File: src/rtl/spi_fstat_pkg.sv
package spi_fstat_pkg;
   // status word bit positions
   localparam int ST_BUSY    = 0;
   localparam int ST_TXFULL  = 1;
   localparam int ST_TXEMPTY = 2;
   localparam int ST_RXEMPTY = 3;
   localparam int ST_RXFULL  = 4;
   localparam int ST_TGTBUSY = 5;
   localparam int ST_W       = 6;
   // interrupt bit positions
   localparam int IR_TXEMPTY = 0;
   localparam int IR_TXOVF   = 1;
   localparam int IR_RXUDF   = 2;
   localparam int IR_RXOVF   = 3;
   localparam int IR_RXTHR   = 4;
   localparam int IR_SELOFF  = 6;
   localparam int IR_W       = 7;
   // clear map bit positions
   localparam int CL_ALL     = 0;
   localparam int CL_RXUDF   = 1;
   localparam int CL_RXOVF   = 2;
   localparam int CL_TXOVF   = 3;
   localparam int CL_W       = 4;
   // sticky bank slots
   localparam int SK_TXOVF   = 0;
   localparam int SK_RXUDF   = 1;
   localparam int SK_RXOVF   = 2;
   localparam int SK_SELOFF  = 3;
   localparam int SK_N       = 4;
endpackage

File: src/rtl/sfi_level_track.sv
module sfi_level_track #(
   parameter int DEPTH = 32,
   parameter int LVL_W = $clog2(DEPTH) + 1
) (
   input  logic             clk,
   input  logic             rst_n,
   input  logic             en,
   input  logic             push,
   input  logic             pop,
   output logic [LVL_W-1:0] level,
   output logic             full,
   output logic             empty,
   output logic             ovf_evt,
   output logic             udf_evt
);
   localparam logic [LVL_W-1:0] LVL_MAX = LVL_W'(DEPTH);

   logic acc_push, acc_pop;

   assign full     = (level == LVL_MAX);
   assign empty    = (level == '0);
   assign acc_push = en & push & ~full;
   assign acc_pop  = en & pop & ~empty;
   assign ovf_evt  = en & push & full;
   assign udf_evt  = en & pop & empty;

   always_ff @(posedge clk or negedge rst_n) begin
      if (!rst_n) begin
         level <= '0;
      end else if (!en) begin
         level <= '0;
      end else if (acc_push && !acc_pop) begin
         level <= level + LVL_W'(1);
      end else if (acc_pop && !acc_push) begin
         level <= level - LVL_W'(1);
      end
   end

   assert_level_bound_R1 : assert property (@(posedge clk) disable iff (!rst_n)
      level <= LVL_MAX);
   assert_flush_R6 : assert property (@(posedge clk) disable iff (!rst_n)
      !en |=> level == '0);
   assert_drop_full_R3 : assert property (@(posedge clk) disable iff (!rst_n)
      (en && push && !pop && full) |=> level == LVL_MAX);
endmodule

File: src/rtl/sfi_sticky_bank.sv
module sfi_sticky_bank #(
   parameter int N = 4
) (
   input  logic         clk,
   input  logic         rst_n,
   input  logic [N-1:0] evt,
   input  logic [N-1:0] clr,
   output logic [N-1:0] stk
);
   for (genvar i = 0; i < N; i++) begin : g_bit
      always_ff @(posedge clk or negedge rst_n) begin
         if (!rst_n)      stk[i] <= 1'b0;
         else if (evt[i]) stk[i] <= 1'b1;
         else if (clr[i]) stk[i] <= 1'b0;
      end

      assert_evt_wins_R8 : assert property (@(posedge clk) disable iff (!rst_n)
         evt[i] |=> stk[i]);
      assert_hold_R7 : assert property (@(posedge clk) disable iff (!rst_n)
         (stk[i] && !clr[i]) |=> stk[i]);
   end
endmodule

File: src/rtl/sfi_irq_core.sv
module sfi_irq_core
   import spi_fstat_pkg::*;
#(
   parameter int DEPTH = 32,
   parameter int LVL_W = $clog2(DEPTH) + 1
) (
   input  logic             clk,
   input  logic             rst_n,
   input  logic             en,
   input  logic             thr_wr,
   input  logic [LVL_W-1:0] thr_data,
   input  logic             mask_wr,
   input  logic [IR_W-1:0]  mask_data,
   input  logic [LVL_W-1:0] rx_level,
   input  logic             tx_empty,
   input  logic [SK_N-1:0]  stk,
   output logic [LVL_W-1:0] thr_q,
   output logic [IR_W-1:0]  raw,
   output logic [IR_W-1:0]  masked,
   output logic             irq
);
   localparam logic [LVL_W-1:0] THR_RST = LVL_W'(DEPTH / 2 - 1);

   logic [IR_W-1:0] mask_q;

   always_ff @(posedge clk or negedge rst_n) begin
      if (!rst_n) begin
         thr_q  <= THR_RST;
         mask_q <= '0;
      end else begin
         if (thr_wr && !en) thr_q  <= thr_data;
         if (mask_wr)       mask_q <= mask_data;
      end
   end

   always_comb begin
      raw             = '0;
      raw[IR_TXEMPTY] = tx_empty;
      raw[IR_TXOVF]   = stk[SK_TXOVF];
      raw[IR_RXUDF]   = stk[SK_RXUDF];
      raw[IR_RXOVF]   = stk[SK_RXOVF];
      raw[IR_RXTHR]   = (rx_level > thr_q);
      raw[IR_SELOFF]  = stk[SK_SELOFF];
   end

   assign masked = raw & mask_q;
   assign irq    = |masked;

   assert_thr_lock_R5 : assert property (@(posedge clk) disable iff (!rst_n)
      en |=> $stable(thr_q));
   assert_mask_silence_R9 : assert property (@(posedge clk) disable iff (!rst_n)
      (mask_q == '0) |-> !irq);
endmodule

File: src/rtl/spi_fstat_irq.sv
module spi_fstat_irq
   import spi_fstat_pkg::*;
#(
   parameter int DEPTH = 32,
   localparam int LVL_W = $clog2(DEPTH) + 1
) (
   input  logic             clk,
   input  logic             rst_n,
   input  logic             ctrl_en,
   input  logic             shift_busy,
   input  logic             tgt_busy,
   input  logic             sel_active,
   input  logic             tx_push,
   input  logic             tx_pop,
   input  logic             rx_push,
   input  logic             rx_pop,
   input  logic             thr_wr,
   input  logic [LVL_W-1:0] thr_data,
   input  logic             mask_wr,
   input  logic [6:0]       mask_data,
   input  logic             clr_wr,
   input  logic [3:0]       clr_data,
   output logic [LVL_W-1:0] tx_level,
   output logic [LVL_W-1:0] rx_level,
   output logic [5:0]       status,
   output logic [6:0]       raw_irq,
   output logic [6:0]       masked_irq,
   output logic             irq,
   output logic [3:0]       ver_code
);
   if (!(DEPTH == 32 || DEPTH == 64)) begin : g_bad_depth
      $error("spi_fstat_irq: DEPTH must be 32 or 64");
   end

   if (DEPTH == 64) begin : g_ver64
      assign ver_code = 4'd6;
   end else begin : g_ver32
      assign ver_code = 4'd5;
   end

   logic tx_full, tx_empty, rx_full, rx_empty;
   logic tx_ovf, tx_udf_unused, rx_ovf, rx_udf;
   logic sel_q;
   logic [SK_N-1:0] evt, clr, stk;
   logic [LVL_W-1:0] thr_q;

   sfi_level_track #(.DEPTH(DEPTH), .LVL_W(LVL_W)) u_tx_lvl (
      .clk(clk), .rst_n(rst_n), .en(ctrl_en), .push(tx_push), .pop(tx_pop),
      .level(tx_level), .full(tx_full), .empty(tx_empty),
      .ovf_evt(tx_ovf), .udf_evt(tx_udf_unused));

   sfi_level_track #(.DEPTH(DEPTH), .LVL_W(LVL_W)) u_rx_lvl (
      .clk(clk), .rst_n(rst_n), .en(ctrl_en), .push(rx_push), .pop(rx_pop),
      .level(rx_level), .full(rx_full), .empty(rx_empty),
      .ovf_evt(rx_ovf), .udf_evt(rx_udf));

   always_ff @(posedge clk or negedge rst_n) begin
      if (!rst_n) sel_q <= 1'b0;
      else        sel_q <= sel_active;
   end

   always_comb begin
      evt            = '0;
      evt[SK_TXOVF]  = tx_ovf;
      evt[SK_RXUDF]  = rx_udf;
      evt[SK_RXOVF]  = rx_ovf;
      evt[SK_SELOFF] = ctrl_en & sel_q & ~sel_active;
      clr            = '0;
      clr[SK_TXOVF]  = clr_wr & (clr_data[CL_ALL] | clr_data[CL_TXOVF]);
      clr[SK_RXUDF]  = clr_wr & (clr_data[CL_ALL] | clr_data[CL_RXUDF]);
      clr[SK_RXOVF]  = clr_wr & (clr_data[CL_ALL] | clr_data[CL_RXOVF]);
      clr[SK_SELOFF] = clr_wr & clr_data[CL_ALL];
   end

   sfi_sticky_bank #(.N(SK_N)) u_sticky (
      .clk(clk), .rst_n(rst_n), .evt(evt), .clr(clr), .stk(stk));

   sfi_irq_core #(.DEPTH(DEPTH), .LVL_W(LVL_W)) u_irq (
      .clk(clk), .rst_n(rst_n), .en(ctrl_en),
      .thr_wr(thr_wr), .thr_data(thr_data),
      .mask_wr(mask_wr), .mask_data(mask_data),
      .rx_level(rx_level), .tx_empty(tx_empty), .stk(stk),
      .thr_q(thr_q), .raw(raw_irq), .masked(masked_irq), .irq(irq));

   always_comb begin
      status             = '0;
      status[ST_BUSY]    = ctrl_en & (shift_busy | ~tx_empty);
      status[ST_TXFULL]  = tx_full;
      status[ST_TXEMPTY] = tx_empty;
      status[ST_RXEMPTY] = rx_empty;
      status[ST_RXFULL]  = rx_full;
      status[ST_TGTBUSY] = ctrl_en & tgt_busy;
   end

   assert_clear_all_R7 : assert property (@(posedge clk) disable iff (!rst_n)
      (clr_wr && clr_data[CL_ALL] && !ctrl_en) |=> (raw_irq[IR_TXOVF] == 1'b0
                                                   && raw_irq[IR_SELOFF] == 1'b0));
   assert_seloff_R10 : assert property (@(posedge clk) disable iff (!rst_n)
      (ctrl_en && $fell(sel_active)) |=> raw_irq[IR_SELOFF]);
endmodule

File: config.mk
export PLATFORM = sky130hd
export DESIGN_NAME = spi_fstat_irq
export DESIGN_NICKNAME = d
export VERILOG_FILES = /design/src/rtl/spi_fstat_pkg.sv /design/src/rtl/sfi_level_track.sv /design/src/rtl/sfi_sticky_bank.sv /design/src/rtl/sfi_irq_core.sv /design/src/rtl/spi_fstat_irq.sv
export SDC_FILE = /design/constraint.sdc
export NUM_CORES = 1
export LEC_CHECK = 0
export ABC_AREA = 1
export BUFFER_PORTS_ARGS = -buffer_cell sky130_fd_sc_hd__buf_2
export CORE_MARGIN = 8
export CORE_UTILIZATION = 35
export CTS_CLUSTER_DIAMETER = 120
export DETAILED_ROUTE_END_ITERATION = 8
export SLEW_MARGIN = 20
export SYNTH_ARGS = -nofsm -noshare
export SYNTH_HDL_FRONTEND = slang
export SYNTH_SLANG_ARGS = --single-unit
export TNS_END_PERCENT = 100
File: constraint.sdc
create_clock -name clk -period 2.4 [get_ports clk]
set_clock_uncertainty 0.05 [all_clocks]
set_input_delay 0.48 -clock clk [delete_from_list [all_inputs] [get_ports clk]]
set_output_delay 0.48 -clock clk [all_outputs]
set_load 0.02 [all_outputs]
### Word-level counts from Yosys, hierarchy flattened

Cells that the tools add are included.
Widths: inputs -> output; s select.

| operators by class | value |
|---|---|
| reduce and logical (&&, ||, !) cells | 17 |
| equality and inequality tests | 4 |
| $lt $le $gt $ge | 1 |
| add/subtract/negate cells | 4 |
| multiplexer cells | 14 |
| bitwise logic cells | 29 |

Operators with widths:

| operator | count |
|---|---|
| $mux 6 | 6 |
| $and 1x1->1 | 19 |
| $add 6x1->6 const B | 2 |
| $eq 6x6->1 const B | 2 |
| $logic_not 6->1 | 2 |
| $sub 6x1->6 const B | 2 |
| $mux 1 | 8 |
| $reduce_bool 2->1 | 4 |
| $and 7x7->7 | 1 |
| $reduce_or 7->1 | 1 |
| $gt 6x6->1 | 1 |
| $ne 3x1->1 const B | 2 |
| $logic_and 1x1->1 | 5 |
| $logic_not 1->1 | 5 |
| $not 1->1 | 5 |
| $or 1x1->1 | 4 |

| storage, ports and cells | value |
|---|---|
| output and inout bits | 37 |
| word-level logic and storage cells | 78 |
| flip-flop bits (word level) | 30 |
| input bits | 30 |

### Longest topological paths before layout

Gate-level depths: netlist (run 1).

| depth | value |
|---|---|
| depth in word-level cells | 8 |
| depth in mapped cells | 13 |
| gate-level depth less buffers | 13 |

### Cells and area by module

Synthesis (run 1) repeated with hierarchy kept, for this count alone.

| unflattened totals | value |
|---|---|
| cell total of the unflattened synthesis | 294 |
| area, all modules | 2,257.2 µm² |

By module, submodules not included:

| module | area an instance (µm²) | instances | cells each |
|---|---|---|---|
| sfi_level_track | 599.3 | 2 | 81 |
| sfi_irq_core | 745.7 | 1 | 86 |
| sfi_sticky_bank | 160.2 | 1 | 20 |
| spi_fstat_irq | 152.6 | 1 | 26 |

### Worst setup path after synthesis (run 1)

Ideal clock, no wire load.

| timing | value |
|---|---|
| path type | reg-to-output |
| start point | register u_rx_lvl.level[5] |
| end point | output irq |
| path buffers | 0 |
| setup slack | 0.219 ns |
| arrival | 1.651 ns |
| required time | 1.870 ns |
| stages on the path, launching flop included | 10 |
| cell sequence | dfrtp_1 > ha_1 > nand2_1 > nor2_1 > o21ai_0 > o211ai_1 > nand2_1 > inv_1 > nand2_1 > nand3_1 |

| on the way | value |
|---|---|
| cells in the longest elaborated chain, start to end | 3 |

RTL lines:

| what | RTL line | RTL |
|---|---|---|
| start: declaration | sfi_level_track.sv:10 | `output logic [LVL_W-1:0] level,` |
| start signal: assignment | sfi_level_track.sv:33 | `level <= level + LVL_W'(1);` |
| start signal: assignment | sfi_level_track.sv:35 | `level <= level - LVL_W'(1);` |
| $gt 6x6->1 | sfi_irq_core.sv:42 | `raw[IR_RXTHR] = (rx_level > thr_q);` |
| net raw_irq[4] | spi_fstat_irq.sv:26 | `output logic [6:0] raw_irq,` |
| $and 7x7->7 | sfi_irq_core.sv:46 | `assign masked = raw & mask_q;` |
| $reduce_or 7->1 | sfi_irq_core.sv:47 | `assign irq = \|masked;` |
| end: declaration | spi_fstat_irq.sv:28 | `output logic irq,` |

The timed path passes the listed nets, and every way through them passes these cells.

### Final worst setup path (run 1)

| timing | value |
|---|---|
| start point | register u_irq.thr_q[3] |
| end point | output irq |

| on the way | value |
|---|---|
| cells in the longest elaborated chain, start to end | 3 |

RTL lines:

| what | RTL line | RTL |
|---|---|---|
| start: declaration | sfi_irq_core.sv:17 | `output logic [LVL_W-1:0] thr_q,` |
| start signal: assignment | sfi_irq_core.sv:31 | `if (thr_wr && !en) thr_q <= thr_data;` |
| $gt 6x6->1 | sfi_irq_core.sv:42 |  |
| $and 7x7->7 | sfi_irq_core.sv:46 |  |
| $reduce_or 7->1 | sfi_irq_core.sv:47 |  |

No other way between the ends.

==> summary.md, run 1 <==
| Metric | Value |
|---|---|
| Status | finished clean |
| # diodes | 0 |
| FF-to-FF Start | u_tx_lvl.level[1]$_DFFE_PN0P_ |
| Period utilization | 96.3% |
| Clk_lat worst skew | 0.27 ns |
| Final core occ | 45.8% |
| Largest net degree at the start of global routing | 30 |
| Internal power | 1.89 mW |
| Drt wl/cell | 12.5 µm |
| Die X | 93.3 µm |
| Most used standard cell by instance count after synthesis | nand2_1 |
| Slew HR | 55.6% |
| Root Driver | clkbuf_8 |
| Share of power burned in the clock network | 16.6% |
| Final setup viols | 0 |
| Detailed Route WL | 5040 µm |
| P_sw | 1.72 mW |
| Async set-reset flop share out of synthesis | 100% |
| Share of the synthesized area in the top cell type | 29.9% |
| Core footprint | 5850 µm² |
| Pleak | 1.45 nW |
| Start point of the critical path | u_irq.thr_q[3]$_DFFE_PN1P_ |
| Post-synthesis sequential area ratio | 34.9% |
| Crit path kind | register to output port |
| Layout cells sized above 1 | 41.6% |
| WP data arrival | 1.78 ns |
| Crit Path Max Fanout | 2 |
| Final #Nets | 372 |
| CTS Sinks | 29 |
| Vias in the first global route | 1850 |
| Final hold slack | 0.181 ns |
| CP Capture Type | output port |
| Area Growth Syn to Fin | 27.9% |
| Post-synth EDFFs | 0 |
| Reg2reg end | u_tx_lvl.level[3]$_DFFE_PN0P_ |
| Simple-gate share of the synthesized area | 30.2% |
| CTS tree | done |
| Initial DRT Pass Iterations | 4 |
| Synth area leaders | dfrtp_1 (30%), nand2_1 (11%), ha_1 (8.4%) |
| DIE AREA | 8710 µm² |
| Sw Ratio | 47.6% |
| Post-synthesis xor/xnor area fraction | 0.837% |
| Worst Tran Pin Value | 0.665 ns |
| Yosys warnings | 0 |
| Flops & latches, synth | 29 |
| Synth cell count leaders | nand2_1 (63), inv_1 (30), dfrtp_1 (25), nand3_1 (21), nor2_1 (16) |
| Worst Hold Class | input port to asynchronous set/reset pin |
| Critical Path RT | 1.87 ns |
| CTS Buf Count | 5 |
| Detailed Place HPWL | 4050 µm |
| VDD IR max | 514 µV |
| Ys flop type | dfrtp_1 |
| Clock Path Buffers | 2 |
| IO Port Bufs | 59 |
| DR iter-0 viols | 46 |
| F_max | 433 MHz |
| Synth Area in Compound Gates | 9.03% |
| Height of the die | 93.3 µm |
| Max-cap violation count | 0 |
| Final min period | 2.31 ns |
| H-tree depth | 2 |
| Clock transition at path regs | 0.06 ns |
| Initial antenna violation count | 0 |
| Mean area per synthesized cell | 7.81 µm² |
| Unrepaired setup endpoints after global routing | true |
| Synthesized instance count | 268 |
| Total track usage | 11.7% |
| First-pass GRT wire length | 8330 µm |
| Adder-cell share of the synthesized area | 10.3% |
| Final antenna-violating net count | 0 |
| Vias | 1833 |
| Via density | 4.56 |
| Path depth of the worst reg2reg path | 11 |
| Max Slew Vio Count | 0 |
| DRC | 0 |
| Power per Cell Area | 1350 nW/µm² |
| Distinct cells, synth | 30 |
| Netlist Area Pre-Place | 2090 µm² |
| Crit path launch type | register |
| Total global routing overflow | 0 |
| Initial Utilization | 35.8% |
| I/O Pins | 67 |
| Largest area contributor in the netlist | dfrtp_1 |
| Gate power share | 59.4% |
| Final hold violations | 0 |
| Seq pwr share | 24.1% |
| Gpl congestion | 0.793 |
| Rows | 28 |
| R2R setup slack | 0.19 ns |
| Largest family of logic cells by synthesized area | simple AND/OR/NAND/NOR gates |
| Mux cell area share after synthesis | 3.23% |
[state kept, by name (all words and copies together) (netlist names)]
| name | flops |
|---|---|
| u_tx_lvl.level | 6 |
| u_sticky.stk | 4 |
| u_irq.thr_q | 6 |
| u_irq.mask_q | 6 |
| sel_q | 1 |
| u_rx_lvl.level | 6 |
[per-stage QoR]
stage	area, µm²	power (mW)	cells	setup WS [ns]	TNS (ns)
after floorplan	2110	2.33	272	0.219	0
after global placement	2400	2.73	393	0.145	0
after detailed placement	2400	2.78	393	0.120	0
after CTS	2570	3.44	401	0.0000644	0
after global routing	2680	3.96	402	-0.0128	-0.0128
final	2680	3.61	402	0.0898	0
[cell families after synthesis]
kind of cell,count (synthesis)
simple gates,131
compound gates,32
flops,29
buf+inv,50
mux,6
other cells,2
fa+ha+maj,16
xor+xnor,2
[layout by cell type, fill, tap and decap left out, types with 2 or more instances in the layout]
cell       instances
bufinv_16          2
dfrtp_1           18
o21ai_1            5
dfstp_2            4
a21oi_1           13
nor3_1             2
nand2_2            8
nor2_4             9
conb_1             6
nand3_1           20
buf_6              2
inv_1             25
ha_1              10
nand2_4            5
or2_2              6
xnor2_1            2
o21ai_2            2
o21ai_0            9
inv_2             10
mux2_2             6
fa_1               2
a21oi_4            2
clkinv_1           2
nand3_2            2
clkbuf_8           5
nor2_1            13
buf_2             57
nand3b_1           2
dfrtp_2            7
nand2_1           60
ha_4               3
nor2_2             2
[worst max-delay path by stage]
stage | to | slack [ns] | cells past startpoint
2_1_floorplan | irq | 0.22 | 9
3_3_place_gp | u_rx_lvl.level[3]$_DFFE_PN0P_ | 0.14 | 11
3_5_place_dp | u_rx_lvl.level[3]$_DFFE_PN0P_ | 0.12 | 11
4_1_cts | masked_irq[4] | 0.00006 | 11
5_1_grt | irq | -0.01 | 10
6_report | irq | 0.09 | 9
[timing repair]
action / CTS / global route
hold buffers: 0 / 0
setup buffers: 0 / 1
setup endpoints to repair: 2 / 8
resized for setup: 10 / 28
pin swaps: 2 / 3
[area by class of cell]
type                       count  area (µm²)
clock buffer                   5        68.8
inverter                      37         139
clock inverter                 3        65.1
fill                         602        3170
multi-input combinational    193        1260
tap                           75        93.8
timing repair buffer          60         315
sequential                    29         739
[critical path: stages, from the launching register on]
cell and delay [ns]:
dfstp_2 0.52, inv_2 0.05, ha_4 0.24, a21oi_1 0.18, o211ai_1 0.10, nand2_1 0.09, inv_2 0.04, nand2_2 0.08
nand3_2 0.07, buf_6 0.14
[power groups by stage]
stage	logic [mW]	registers [mW]	clock network, mW
3_5_place_dp	1.95	0.832	0
5_1_grt	2.43	0.895	0.641
6_report	2.14	0.869	0.598
3_3_place_gp	1.90	0.833	0
4_1_cts	2.00	0.832	0.614
2_1_floorplan	1.41	0.917	0
[metal layers]
metal	GRT usage, %	up-vias	part of all wire [%]
met5	0	-	0
met4	4.30	0	1.1
met3	3.77	5	9.0
met2	19.4	46	47
met1	13.6	828	43
li1	-	954	-
(Power assumes the default switching activity.)
==> run 2: changes to the inputs <==
--- a/config.mk
+++ b/config.mk
@@ -5,7 +5,6 @@
 export SDC_FILE = /design/constraint.sdc
 export NUM_CORES = 1
 export LEC_CHECK = 0
-export ABC_AREA = 1
 export BUFFER_PORTS_ARGS = -buffer_cell sky130_fd_sc_hd__buf_2
 export CORE_MARGIN = 8
 export CORE_UTILIZATION = 35
==> run 2 against run 1 <==
Net effect:
- the flow now finishes with violations (setup timing)
- via count decreased by 0.49%
- core utilization increased by 9.0 points
- maximum frequency decreased by 17%
- clock-buffer cell count increased by 2
- clock power decreased by 12%
- critical path depth decreased by 1
- sequential share of layout area decreased by 2.8 points
- setup slack got worse by 0.49 ns
- first-iteration DRC count increased by 24%
==> summary.md, run 2 <==
| Metric | Value |
|---|---|
| Root Driver | clkbuf_8 |
| Final antenna-violating net count | 0 (unchanged) |
| Synthesized instance count | 203 (-24%) |
| Largest area contributor in the netlist | dfrtp_1 |
| Max Slew Vio Count | 0 (unchanged) |
| Commonest cells after routing, fill and taps aside | buf_2 (56), buf_4 (43), nand2_1 (21) |
| F_max | 357 MHz (-17%) |
| Vias in the first global route | 1948 (+5.3%) |
| CTS tree | done |
| Pleak | 1.50 nW (+3.8%) |
| Post-synthesis xor/xnor area fraction | 3.62% (+2.8 points) |
| Worst Tran Pin Value | 0.669 ns (+0.00334 ns) |
| Most used standard cell by instance count after synthesis | dfrtp_1 |
| Detailed Route WL | 5470 µm (+8.4%) |
| Share of the synthesized area in the top cell type | 32.3% (+2.4 points) |
| CTS Buf Count | 5 (unchanged) |
| Cell Chain, Critical Path | inv_2, ha_4, nand3_2, or2_4, o32a_1, and2_4, or3_4, buf_6 |
| CP max-delay cell | dfstp_2 |
| Synth area leaders | dfrtp_1 (32%), ha_1 (9.0%), dfstp_2 (5.4%) |
| Vias | 1824 (-0.49%) |
| Layout cells sized above 1 | 58.1% (+17 points) |
| Gate power share | 65.9% (+6.5 points) |
| Synth Area in Compound Gates | 17.2% (+8.2 points) |
| Flops & latches, synth | 29 (unchanged) |
| Rows | 27 (-3.6%) |
| Filler cells | 481 (-20%) |
| Core footprint | 5440 µm² (-7.0%) |
| Yosys warnings | 0 (unchanged) |
| Largest family of logic cells by synthesized area | compound AO/OA/AOI/OAI gates |
| CTS Sinks | 29 (unchanged) |
| P_sw | 1.45 mW (-16%) |
| Clock transition at path regs | 0.07 ns (about the same) |
| Unrepaired setup endpoints after global routing | true |
| Failing checks | setup timing |
| Crit Path Max Fanout | 2 (unchanged) |
| Seq pwr share | 19.6% (-4.5 points) |
| Total track usage | 13.4% (+1.7 points) |
| Area after DPL | 2530 µm² (+5.4%) |
| Slew HR | 55.4% (-0.22 points) |
| Final setup viols | 10 (+10) |
| Gpl congestion | 0.764 (-3.6%) |
| I/O Pins | 67 (unchanged) |
| Post-synth EDFFs | 0 (unchanged) |
| DR iter-0 viols | 57 (+24%) |
| Final Cell Area | 2980 µm² (+11%) |
| Detailed Place HPWL | 4020 µm (-0.61%) |
| Largest net degree at the start of global routing | 30 (unchanged) |
| DRC | 0 (unchanged) |
| Commonest non-fill, non-tap cell in the layout | buf_2 |
| Height of the die | 90.4 µm (-3.2%) |
| Slowest stage delay, CP | 0.53 ns (about the same) |
| Synth cell count leaders | dfrtp_1 (25), nand2_1 (23), inv_1 (20), o21ai_0 (17), ha_1 (14) |
| Crit path kind | register to output port |
| DIE AREA | 8170 µm² (-6.2%) |
| Simple-gate share of the synthesized area | 14.3% (-16 points) |
| Drt wl/cell | 14.4 µm (+15%) |
| Worst Hold Class | input port to asynchronous set/reset pin |
| Status | finished with violations |
| Clk_lat worst skew | 0.28 ns (about the same) |
| Final #Nets | 353 (-5.1%) |
| Post-synthesis sequential area ratio | 37.7% (+2.8 points) |
| Max-cap violation count | 0 (unchanged) |
| Critical Path RT | 1.87 ns (about the same) |
| IO Port Bufs | 59 (unchanged) |
| Mux cell area share after synthesis | 6.14% (+2.9 points) |
| Mean area per synthesized cell | 9.54 µm² (+22%) |
| Crit path launch type | register |
| WP data arrival | 2.27 ns (+0.49 ns) |
| Die X | 90.4 µm (-3.2%) |
| Distinct cells, synth | 46 (+53%) |
| Ys flop type | dfrtp_1 |
| Async set-reset flop share out of synthesis | 100% (unchanged) |
| Netlist Area Pre-Place | 1940 µm² (-7.5%) |
| Adder-cell share of the synthesized area | 11.1% (+0.83 points) |
| Via density | 4.80 (+5.3%) |
| Total global routing overflow | 0 (unchanged) |
| Overall power | 3.62 mW (+0.32%) |
| Crit-path leading delay family | simple AND/OR/NAND/NOR gates |
| First-pass GRT wire length | 9180 µm (+10%) |
| # diodes | 0 (unchanged) |
| Internal power | 2.17 mW (+15%) |
| VDD IR max | 697 µV (+36%) |
| Final min period | 2.80 ns (+0.487 ns) |
| Final hold violations | 0 (unchanged) |
| Initial antenna violation count | 0 (unchanged) |
| Power per Cell Area | 1220 nW/µm² (-9.8%) |
| CP Capture Type | output port |
| Sw Ratio | 40.1% (-7.5 points) |
| Clock Path Buffers | 2 (unchanged) |
| Initial DRT Pass Iterations | 4 (unchanged) |
| Area Growth Syn to Fin | 53.7% |
| H-tree depth | 2 (unchanged) |
| Initial Utilization | 35.6% (-0.17 points) |
| Final WS setup | -0.398 ns (-0.487 ns) |
| Share of power burned in the clock network | 14.6% (-2.0 points) |
| Worst path bufs/invs | 2 (-1) |
| Period utilization | 117% (+20 points) |
run 2: cell types whose count changed after synthesis, moves of 6 or more:
cell / before / now
nor2_1: 16 / 3
nor2_2: 6 / 0
and2_1: 0 / 8
nand2_1: 63 / 23
nand3_1: 21 / 2
xnor2_1: 2 / 8
inv_1: 30 / 20
o21ai_0: 10 / 17
nand2_2: 6 / 0
run 2: final timing paths:
path / slack, ns / end / cells after the start / start
setup / recovery: -0.40 / irq / 8 / u_irq.thr_q[3]$_DFFE_PN1P_
hold / removal: 0.17 / u_rx_lvl.level[4]$_DFFE_PN0P_ / 1 / rst_n
setup reg to reg: -0.32 / u_rx_lvl.level[5]$_DFFE_PN0P_ / 10 / u_rx_lvl.level[0]$_DFFE_PN0P_
hold reg to reg: 0.45 / u_irq.mask_q[0]$_DFFE_PN0P_ / 1 / u_irq.mask_q[0]$_DFFE_PN0P_
max in group asynchronous: 1.64 / u_rx_lvl.level[0]$_DFFE_PN0P_ / 1 / rst_n
min in group clk: 0.28 / sel_q$_DFF_PN0_ / 1 / sel_active
run 2: through the flow:
step	setup WS, ns	utilization [%]	TNS, ns	hold WS, ns	cells
finish	-0.398	54.8	-1.80	0.172	380
global route	-0.466	54.8	-2.82	0.224	380
CTS	-0.399	52.0	-1.68	0.198	371
detailed placement	-0.362	46.6	-1.21	0.438	358
global placement	-0.310	46.6	-1.03	0.433	358
floorplan	-0.348	-	-1.32	0.134	207
run 2: final cells by class:
class	count	area [µm²]	area share, %
multi-input combinational	142	1230	41.3
inverter	20	77.6	2.61
clock inverter	1	30.0	1.01
clock buffer	7	86.3	2.90
sequential	29	738	24.8
timing repair buffer	109	724	24.3
tap	72	90.1	3.03
run 2: kinds of logic (layout without fill, tap and decap cells):
| group | count (synthesis) | count (layout) |
|---|---|---|
| AND/OR/NAND/NOR | 53 | 53 |
| AO/OA/AOI/OAI | 48 | 48 |
| buffers and inverters | 36 | 137 |
| flip-flops | 29 | 29 |
| adder cells (fa/ha/maj) | 16 | 16 |
| multiplexers | 11 | 11 |
| XOR/XNOR | 8 | 8 |
| other | 2 | 6 |
run 2: timing repair:
action                     4_1_cts  5_1_grt
gates resized for setup         31       21
pin swaps                       15       14
buffers inserted                 6        8
setup endpoints to repair       10       13
hold endpoints to repair         0        0
hold buffers                     0        0
cloned                           0        1
run 2: metal layers:
metal | wire, µm | GRT usage, % | vias up
met5 | 0 | 0 | -
met4 | 48 | 2.91 | 0
met2 | 2650 | 22.8 | 50
li1 | - | - | 893
met3 | 383 | 5.32 | 6
met1 | 2380 | 15.4 | 875
run 2: power by group through the flow:
stage	clock network, mW	logic [mW]	registers [mW]
after floorplan	0	1.14	0.847
after CTS	0.538	2.17	0.708
after global routing	0.559	2.61	0.724
after global placement	0	1.91	0.694
final	0.527	2.38	0.708
after detailed placement	0	1.94	0.700
run 2: worst reg2reg max path: stages, from the launching register on:
cell      delay, ns
dfrtp_2        0.41
or4_4          0.54
or3b_4         0.40
nand4_1        0.18
ha_1           0.29
a211oi_2       0.22
o21bai_1       0.10
a21oi_2        0.17
xnor2_2        0.15
nand2_1        0.09
o211ai_2       0.06
==> run 3: changes to the inputs <==
==> constraint.sdc (replaced) <==
create_clock -name clk -period 2.6 [get_ports clk]
set_clock_uncertainty 0.05 [all_clocks]
set_input_delay 0.52 -clock clk [delete_from_list [all_inputs] [get_ports clk]]
set_output_delay 0.52 -clock clk [all_outputs]
set_load 0.02 [all_outputs]
==> run 3 against run 2 <==
Net effect:
- non-clock buffer count decreased by 22
- critical endpoint unchanged
- clock power down 27%
- global-route usage down 0.93 points
- the flow still finishes with violations (setup timing)
==> summary.md, run 3 (synthesis gave the netlist of run 2 again) <==
| Metric | Value |
|---|---|
| CTS Buf Count | 5 (unchanged) |
| Largest net degree at the start of global routing | 30 (unchanged) |
| F_max | 357 MHz |
| Clock Path Buffers | 2 (unchanged) |
| H-tree depth | 2 (unchanged) |
| Vias | 1706 (-6.5%) |
| Power per Cell Area | 1070 nW/µm² (-12%) |
| Worst Tran Pin Value | 0.678 ns (+0.00940 ns) |
| Area after DPL | 2440 µm² (-3.7%) |
| Status | finished with violations |
| Final WS setup | -0.201 ns (+0.196 ns) |
| Final hold slack | 0.230 ns (+0.0576 ns) |
| Initial DRT Pass Iterations | 4 (unchanged) |
| Drt wl/cell | 13.5 µm (-6.2%) |
| Final setup viols | 3 (-7) |
| Worst Hold Class | input port to asynchronous set/reset pin |
| First-pass GRT wire length | 8540 µm (-7.1%) |
| FF-to-FF Start | u_rx_lvl.level[0]$_DFFE_PN0P_ |
| CTS Sinks | 29 (unchanged) |
| Failing checks | setup timing |
| Critical Path RT | 2.03 ns (+0.16 ns) |
| Cell Chain, Critical Path | inv_2, ha_4, nand3_2, or2_4, nor2_2, o32a_1, and2_4, or3_4, buf_6 |
| Initial Utilization | 35.6% (unchanged) |
| DRC | 0 (unchanged) |
| CTS tree | done |
| Core footprint | 5440 µm² (unchanged) |
| Period utilization | 108% |
| Height of the die | 90.4 µm (unchanged) |
| CP Capture Type | output port |
| Initial antenna violation count | 0 (unchanged) |
| Pleak | 1.36 nW (-9.6%) |
| Crit path launch type | register |
| Commonest non-fill, non-tap cell in the layout | buf_2 |
| Clk_lat worst skew | 0.27 ns (about the same) |
| Setup TNS | -0.407 ns (+1.39 ns) |
| Total track usage | 12.4% (-0.93 points) |
| VDD IR max | 546 µV (-22%) |
| Detailed Route WL | 4830 µm (-12%) |
| Max Slew Vio Count | 0 (unchanged) |
| Slowest stage delay, CP | 0.53 ns (about the same) |
| Post-CTS Hold Fix Bufs | 0 (unchanged) |
| Gpl congestion | 0.769 (+0.64%) |
| I/O Pins | 67 (unchanged) |
| Final #Nets | 331 (-6.2%) |
| Via density | 4.77 (-0.72%) |
| Area Growth Syn to Fin | 36.4% |
| Crit Path Max Fanout | 2 (unchanged) |
| Crit path kind | register to output port |
| Die X | 90.4 µm (unchanged) |
| Rows | 27 (unchanged) |
| Clock transition at path regs | 0.06 ns (about the same) |
| Final Cell Area | 2640 µm² (-11%) |
| Unrepaired setup endpoints after global routing | true |
| Commonest cells after routing, fill and taps aside | buf_2 (57), buf_4 (27), nand2_1 (23) |
| Slew HR | 54.8% (-0.63 points) |
| WP data arrival | 2.23 ns (-0.04 ns) |
| DIE AREA | 8170 µm² (unchanged) |
| Final hold violations | 0 (unchanged) |
| Root Driver | clkbuf_8 |
| # diodes | 0 (unchanged) |
| Start point of the critical path | u_irq.thr_q[3]$_DFFE_PN1P_ |
| DR iter-0 viols | 62 (+8.8%) |
| Total global routing overflow | 0 (unchanged) |
| Overall power | 2.82 mW (-22%) |
| Max-cap violation count | 0 (unchanged) |
| Final antenna-violating net count | 0 (unchanged) |
| IO Port Bufs | 59 (unchanged) |
| Detailed Place HPWL | 3870 µm (-3.8%) |
| Vias in the first global route | 1748 (-10%) |
| Final core occ | 48.6% (-6.2 points) |
| Layout cells sized above 1 | 47.2% (-11 points) |
| Final min period | 2.80 ns |
| CP max-delay cell | dfstp_2 |
[run 3: cell count changes in the layout (fill, tap and decap cells not counted), moves of 3 or more]
cell     delta
dfrtp_1     +3
buf_6       -5
o21ai_0     +4
dfrtp_2     -3
inv_1       +3
buf_4      -16
o21ai_2     -3
[run 3: cell type report]
type | count | area (µm²)
tap | 72 | 90.1
fill | 546 | 2800
multi-input combinational | 142 | 1130
clock buffer | 8 | 90.1
timing repair buffer | 87 | 522
sequential | 29 | 734
inverter | 20 | 75.1
[run 3: stage by stage]
stage | cells | worst slack (ns)
after floorplan | 207 | -0.149
after global placement | 348 | -0.112
after detailed placement | 348 | -0.142
after CTS | 357 | -0.204
after global routing | 358 | -0.300
final | 358 | -0.201
[run 3: worst paths after layout]
kind	to	slack (ns)	cells past startpoint
max	irq	-0.20	9
min	u_irq.thr_q[5]$_DFFE_PN0P_	0.23	1
max reg2reg	u_rx_lvl.level[5]$_DFFE_PN0P_	-0.15	10
min reg2reg	u_irq.mask_q[1]$_DFFE_PN0P_	0.45	1
max in group asynchronous	u_rx_lvl.level[0]$_DFFE_PN0P_	1.80	1
min in group clk	sel_q$_DFF_PN0_	0.33	1
[run 3: power breakdown]
group / internal, mW / leakage, nW / total [mW] / switching, mW
Clock: 0.216 / 0.0455 / 0.383 / 0.167
Sequential: 0.568 / 0.353 / 0.661 / 0.0936
Combinational: 0.853 / 0.959 / 1.78 / 0.926
Total: 1.64 / 1.36 / 2.82 / 1.19
[run 3: what timing repair did]
action | in CTS | in global routing
setup endpoints to repair | 5 | 8
hold endpoints to repair | 0 | 0
gates resized for setup | 16 | 9
pin swaps | 7 | 2
buffers inserted | 1 | 1
[run 3: worst max-delay path: cells and delay by family, from the launching register on]
| kind | cells | cell delay [ns] |
|---|---|---|
| simple gates | 5 | 0.69 |
| flops | 1 | 0.53 |
| fa+ha+maj | 1 | 0.21 |
| buf+inv | 2 | 0.19 |
| compound gates | 1 | 0.35 |
[run 3: per-layer routing]
layer  routed length, µm  track usage (%)  vias up  part of all wire (%)
met5                   0                0        -                     0
met4                  27             2.08        0                  0.56
met3                 345             5.24        5                   7.1
met2                2070             19.1       52                    43
met1                2390             16.0      798                    49
li1                    -                -      851                     -
